--- src/rtl/serctl_pkg.sv ---
package serctl_pkg;

    typedef enum logic [1:0] {
        ST_IDLE,
        ST_SHIFT,
        ST_FULL,
        ST_OVER
    } port_state_e;

endpackage

--- src/rtl/cdc_sync.sv ---
// Multi-bit bank of independent synchronizer chains (STAGES >= 2).
module cdc_sync #(
    parameter int           W       = 1,
    parameter int           STAGES  = 2,
    parameter logic [W-1:0] RST_VAL = '0
) (
    input  logic         clk,
    input  logic         rst_n,
    input  logic [W-1:0] d,
    output logic [W-1:0] q
);

    logic [STAGES-1:0][W-1:0] stg;

    always_ff @(posedge clk or negedge rst_n) begin
        if (!rst_n) begin
            stg <= {STAGES{RST_VAL}};
        end else begin
            stg <= {stg[STAGES-2:0], d};
        end
    end

    assign q = stg[STAGES-1];

endmodule

--- src/rtl/port_fsm.sv ---
module port_fsm
    import serctl_pkg::*;
#(
    parameter int W = 8
) (
    input  logic                 clk,
    input  logic                 rst_n,
    input  logic                 cs_fall,
    input  logic                 cs_rise,
    input  logic                 sclk_rise,
    input  logic                 sclk_fall,
    input  logic                 sdi_q,
    input  logic [W-1:0]         status_in,
    output port_state_e          st,
    output logic [$clog2(W+1)-1:0] bitcnt,
    output logic [W-1:0]         rx_byte,
    output logic                 commit,
    output logic                 first_rise,
    output logic                 sdo,
    output logic                 sdo_oe
);

    localparam int CW = $clog2(W + 1);
    localparam logic [CW-1:0] LAST = CW'(W - 1);

    port_state_e st_nx;
    logic [W-1:0] tx_sh;

    // State register
    always_ff @(posedge clk or negedge rst_n) begin
        if (!rst_n) st <= ST_IDLE;
        else        st <= st_nx;
    end

    // Next-state logic
    always_comb begin
        st_nx = st;
        unique case (st)
            ST_IDLE:  if (cs_fall) st_nx = ST_SHIFT;
            ST_SHIFT: if (cs_rise) st_nx = ST_IDLE;
                      else if (sclk_rise && bitcnt == LAST) st_nx = ST_FULL;
            ST_FULL:  if (cs_rise) st_nx = ST_IDLE;
                      else if (sclk_rise) st_nx = ST_OVER;
            ST_OVER:  if (cs_rise) st_nx = ST_IDLE;
            default:  st_nx = ST_IDLE;
        endcase
    end

    // Shift datapath
    always_ff @(posedge clk or negedge rst_n) begin
        if (!rst_n) begin
            tx_sh   <= '0;
            rx_byte <= '0;
            bitcnt  <= '0;
        end else begin
            if (st == ST_IDLE && cs_fall) begin
                tx_sh  <= status_in;
                bitcnt <= '0;
            end else if (st != ST_IDLE) begin
                if (sclk_fall) tx_sh <= {tx_sh[W-2:0], 1'b0};
                if (st == ST_SHIFT && sclk_rise) begin
                    rx_byte <= {rx_byte[W-2:0], sdi_q};
                    bitcnt  <= bitcnt + 1'b1;
                end
            end
        end
    end

    // Outputs
    always_comb begin
        sdo_oe     = (st != ST_IDLE);
        sdo        = sdo_oe ? tx_sh[W-1] : 1'b0;
        commit     = (st == ST_FULL) && cs_rise;
        first_rise = (st == ST_SHIFT) && sclk_rise && (bitcnt == '0);
    end

endmodule

--- src/rtl/irq_stat.sv ---
module irq_stat (
    input  logic clk,
    input  logic rst_n,
    input  logic line_q,
    input  logic sync_q,
    input  logic viol_q,
    input  logic first_rise,
    input  logic cs_rise,
    output logic stat_chg,
    output logic irq_n,
    output logic viol_flag
);

    logic line_p, sync_p;

    assign stat_chg = (line_q != line_p) || (sync_q != sync_p);

    always_ff @(posedge clk or negedge rst_n) begin
        if (!rst_n) begin
            line_p    <= 1'b0;
            sync_p    <= 1'b0;
            irq_n     <= 1'b1;
            viol_flag <= 1'b0;
        end else begin
            line_p <= line_q;
            sync_p <= sync_q;
            if (stat_chg)        irq_n <= 1'b0;
            else if (first_rise) irq_n <= 1'b1;
            if (viol_q)          viol_flag <= 1'b1;
            else if (cs_rise)    viol_flag <= 1'b0;
        end
    end

endmodule

--- src/rtl/serctl_port.sv ---
module serctl_port
    import serctl_pkg::*;
#(
    parameter int W           = 8,
    parameter int SYNC_STAGES = 2
) (
    input  logic         clk,
    input  logic         rst_n,
    input  logic         sclk,
    input  logic         cs_n,
    input  logic         sdi,
    output logic         sdo,
    output logic         sdo_oe,
    input  logic         line_det,
    input  logic         sync_ok,
    input  logic         code_viol,
    output logic         irq_n,
    output logic [W-1:0] ctrl
);

    localparam int NIN = 6;
    localparam logic [NIN-1:0] IN_RST = 6'b010000;

    logic [NIN-1:0] raw_in, syn;
    logic sclk_q, cs_q, sdi_q, line_q, sync_q, viol_q;
    logic sclk_p, cs_p;
    logic sclk_rise, sclk_fall, cs_rise, cs_fall;
    logic commit, first_rise, stat_chg, viol_flag;
    logic [W-1:0] rx_byte, status_byte;
    logic [$clog2(W+1)-1:0] bitcnt;
    port_state_e st;

    assign raw_in = {sclk, cs_n, sdi, line_det, sync_ok, code_viol};

    cdc_sync #(.W(NIN), .STAGES(SYNC_STAGES), .RST_VAL(IN_RST)) u_sync (
        .clk(clk), .rst_n(rst_n), .d(raw_in), .q(syn)
    );

    assign {sclk_q, cs_q, sdi_q, line_q, sync_q, viol_q} = syn;

    always_ff @(posedge clk or negedge rst_n) begin
        if (!rst_n) begin
            sclk_p <= 1'b0;
            cs_p   <= 1'b1;
        end else begin
            sclk_p <= sclk_q;
            cs_p   <= cs_q;
        end
    end

    assign sclk_rise = sclk_q & ~sclk_p;
    assign sclk_fall = ~sclk_q & sclk_p;
    assign cs_fall   = ~cs_q & cs_p;
    assign cs_rise   = cs_q & ~cs_p;

    always_comb begin
        status_byte    = '0;
        status_byte[0] = line_q;
        status_byte[1] = sync_q;
        status_byte[2] = viol_flag;
    end

    port_fsm #(.W(W)) u_fsm (
        .clk(clk), .rst_n(rst_n),
        .cs_fall(cs_fall), .cs_rise(cs_rise),
        .sclk_rise(sclk_rise), .sclk_fall(sclk_fall),
        .sdi_q(sdi_q), .status_in(status_byte),
        .st(st), .bitcnt(bitcnt), .rx_byte(rx_byte),
        .commit(commit), .first_rise(first_rise),
        .sdo(sdo), .sdo_oe(sdo_oe)
    );

    irq_stat u_irq (
        .clk(clk), .rst_n(rst_n),
        .line_q(line_q), .sync_q(sync_q), .viol_q(viol_q),
        .first_rise(first_rise), .cs_rise(cs_rise),
        .stat_chg(stat_chg), .irq_n(irq_n), .viol_flag(viol_flag)
    );

    always_ff @(posedge clk or negedge rst_n) begin
        if (!rst_n)      ctrl <= '0;
        else if (commit) ctrl <= rx_byte;
    end

endmodule

--- config.mk ---
export PLATFORM = sky130hd
export DESIGN_NAME = serctl_port
export DESIGN_NICKNAME = d
export VERILOG_FILES = /design/src/rtl/serctl_pkg.sv /design/src/rtl/cdc_sync.sv /design/src/rtl/port_fsm.sv /design/src/rtl/irq_stat.sv /design/src/rtl/serctl_port.sv
export SDC_FILE = /design/constraint.sdc
export NUM_CORES = 1
export LEC_CHECK = 0
export ABC_AREA = 1
export BUFFER_PORTS_ARGS = -buffer_cell sky130_fd_sc_hd__buf_2
export CAP_MARGIN = 20
export CORE_MARGIN = 3
export CORE_UTILIZATION = 47
export DETAILED_ROUTE_END_ITERATION = 10
export GPL_ROUTABILITY_DRIVEN = 0
export HOLD_SLACK_MARGIN = 0.12
export PLACE_DENSITY_LB_ADDON = 0.3
export SLEW_MARGIN = 20
export SYNTH_ARGS = -nofsm -noshare
export SYNTH_HDL_FRONTEND = slang
export SYNTH_SLANG_ARGS = --single-unit
--- constraint.sdc ---
create_clock -name clk -period 1.8 [get_ports clk]
set_clock_uncertainty 0.2 [all_clocks]
set_input_delay 0.36 -clock clk [delete_from_list [all_inputs] [get_ports clk]]
set_output_delay 0.36 -clock clk [all_outputs]
set_load 0.05 [all_outputs]
==> run metrics <==
status finished, final reports clean; number of synthesized register bits 48; DR pass1 iterations 4; FP Rows 22; dominant cell type by area after synthesis dfrtp_1; min Tclk post-route 1730 ps; clock sink count 48; dpl cells 245; Clock Latency Late Sink 300 ps; CTS tree done; # setup viols final 0; fin area 2280 µm²; Initial DRC Count 58; sequential element share of the synthesized area 61.5%; core region area 3830 µm²; Die ar. 4980 µm²; Die Span X slightly above 70 µm; worst reg-to-reg setup slack 220 ps; Vias/cell roughly 4.8; Leakage 1.12 nW; H-tree Lvls 2; worst setup path endpoint sdo_oe; GR Util All Layers 14.6%; syn nets 190; Worst EP arrival about 1200 ps; slew at the pin closest to its max-slew limit ~350 ps; post-synthesis cell type count 24; Final Slew Violations 0; min-delay worst type register to register; Pwr Total 3.31 mW; global-route wire length before repair 5710 µm; Synth top area share 56.2%; synth top area cells dfrtp_1, nand2_1, o21ai_2, dfstp_2, inv_1; Tcrit/Tclk final 96.2%; Post-Synthesis Cells 180; post-route ant nets 0; Syn-to-layout area delta 16.3%; drt drc 0; diode count 0; slew margin rel. 76.4%; Reg2Reg Launch Point u_sync.q[4]; total wire length 3150 µm; Maximum Capacitance Violations 0; vias in the first global route 1296; Critical path origin u_fsm.st[0]; r2r endpoint ctrl[3]; Worst setup EP type primary output; Ys Warns 0; Hold Vio Cnt, Final 0; DR vias 1252; share of layout cells above drive strength 1 30.0%; syn avg cell area 10.9 µm²; number of port buffers 18; post-DP HPWL 2270 µm; WL/cell 12.1 µm; setup_tns 0 ps; Reg clk slew, reported paths ~90 ps; clock root buffer master clkbuf_8; Final nets 222; Area after DPL 2090 µm²; grt ovf 0; Worst setup SP type register; Cell Area, Synth 1960 µm²; Starting Density 51.2%; fin cells ~260; R2R depth 5; CTS max path bufs 2; maximum clock rate 0.578 GHz; die height between 70 and 80 µm; critical path class register to primary output; PD cells 1450 nW/µm²; Num CTS Buffers 5; initial antenna violation count 0; RSZ-0062 raised after global routing false; peak supply drop about 700 µV; Post-Place Worst Slack 223 ps; Worst EP required 1240 ps; I/O Pins 19; largest net degree at the start of global routing 31; Max FO, Critical Path 5; post-route setup slack 68.7 ps
## critical path, stage by stage, from the launching register on
cell,delay (ps)
dfrtp_2,450
nor2_4,150
inv_2,80
buf_4,190
## per-layer routing
layer | part of all wire [%] | global-route usage, %
met5 | 0 | 0
met4 | 2.0 | 6.47
met3 | 3.5 | 4.40
met2 | 46 | 22.6
met1 | 48 | 19.0
## metrics by stage
stage	util, %	hold WS [ps]
6_report	59.6	155
5_1_grt	59.6	161
3_5_place_dp	54.7	137
4_1_cts	59.4	157
3_3_place_gp	54.7	134
2_1_floorplan	-	-136
## report_power, final
part | internal (mW) | switching [mW] | total, mW
Sequential | 1.33 | 0.146 | 1.48
Combinational | 0.338 | 0.753 | 1.09
Clock | 0.416 | 0.332 | 0.748
## cell type report
cell class	count	area [µm²]
Clock inverter	1	30.0
Multi-Input combinational cell	101	614
Fill cell	332	1550
Sequential cell	48	1210
Clock buffer	7	76.3
Timing Repair Buffer	28	185
Tap cell	48	60.1
Inverter	28	106
## cell families (layout without fill, tap and decap cells)
group,Yosys count,after routing,share of synthesized area (%)
and+or+nand+nor,64,64,16.4
buffers and inverters,31,64,7.15
xor gates and xnor gates,4,4,1.79
DFF,48,48,61.5
adders and majority gates,2,2,1.28
AOI/OAI and AO/OA,31,31,11.9
## cells in the final DEF, fill, tap and decap left out, types with 3 or more instances in the layout
cell type      netlist  final
o22ai_1              3      3
clkbuf_8             0      5
dlygate4sd3_1        0      7
dfstp_2              4      4
nand3_1             11     11
dfrtp_1             44     43
inv_2                3      3
buf_4                0      4
nor2_1               5      5
o21ai_2             15     15
buf_2                0     17
nand2_1             36     36
inv_1               24     24
o21ai_0              8      8
nand2_2              4      4
## worst min path at each step
stage	from	to	slack [ps]	depth (start not counted)
2_1_floorplan	rst_n	ctrl[0]	-140	0
3_3_place_gp	u_sync.stg[5]	u_sync.q[5]	130	0
3_5_place_dp	rst_n	ctrl[6]	140	2
4_1_cts	u_sync.stg[3]	u_sync.q[3]	160	0
5_1_grt	u_sync.stg[0]	u_sync.q[0]	160	0
6_report	u_sync.stg[3]	u_sync.q[3]	150	0
## Yosys cell counts
| library cell | instances |
|---|---|
| o22ai_1 | 3 |
| nand2_2 | 4 |
| xor2_1 | 2 |
| xnor2_1 | 2 |
| nand4_1 | 1 |
| ha_1 | 2 |
| dfrtp_1 | 44 |
| o21ai_2 | 15 |
| buf_6 | 3 |
| nor2_2 | 2 |
| o211ai_2 | 2 |
| a21oi_1 | 2 |
| o21ai_0 | 8 |
| nor2_4 | 1 |
| nand2_4 | 2 |
| nand2_1 | 36 |
| nand3_4 | 2 |
| clkinv_2 | 1 |
| nand3_1 | 11 |
| dfstp_2 | 4 |
| inv_1 | 24 |
| nor2_1 | 5 |
| a21o_1 | 1 |
| inv_2 | 3 |
## sequential cells by signal, indices dropped and copies added (netlist names)
register and cells:
ctrl 8, u_fsm.rx_byte 8, u_fsm.tx_sh 8, u_sync.q 6, u_sync.stg 6, u_fsm.bitcnt 4
u_fsm.st 2, cs_p 1, sclk_p 1, u_irq.irq_n 1, u_irq.line_p 1, u_irq.sync_p 1
u_irq.viol_flag 1
## repair_timing
| action | in CTS | in global routing |
|---|---|---|
| resized for setup | 2 | 0 |
| hold buffers | 7 | 0 |
| endpoints found under the setup margin | 2 | 2 |
| pin swaps | 0 | 1 |
| hold endpoints to repair | 50 | 0 |
| buffers inserted | 0 | 1 |
| gates cloned | 0 | 0 |
(Power assumes the default switching activity.)
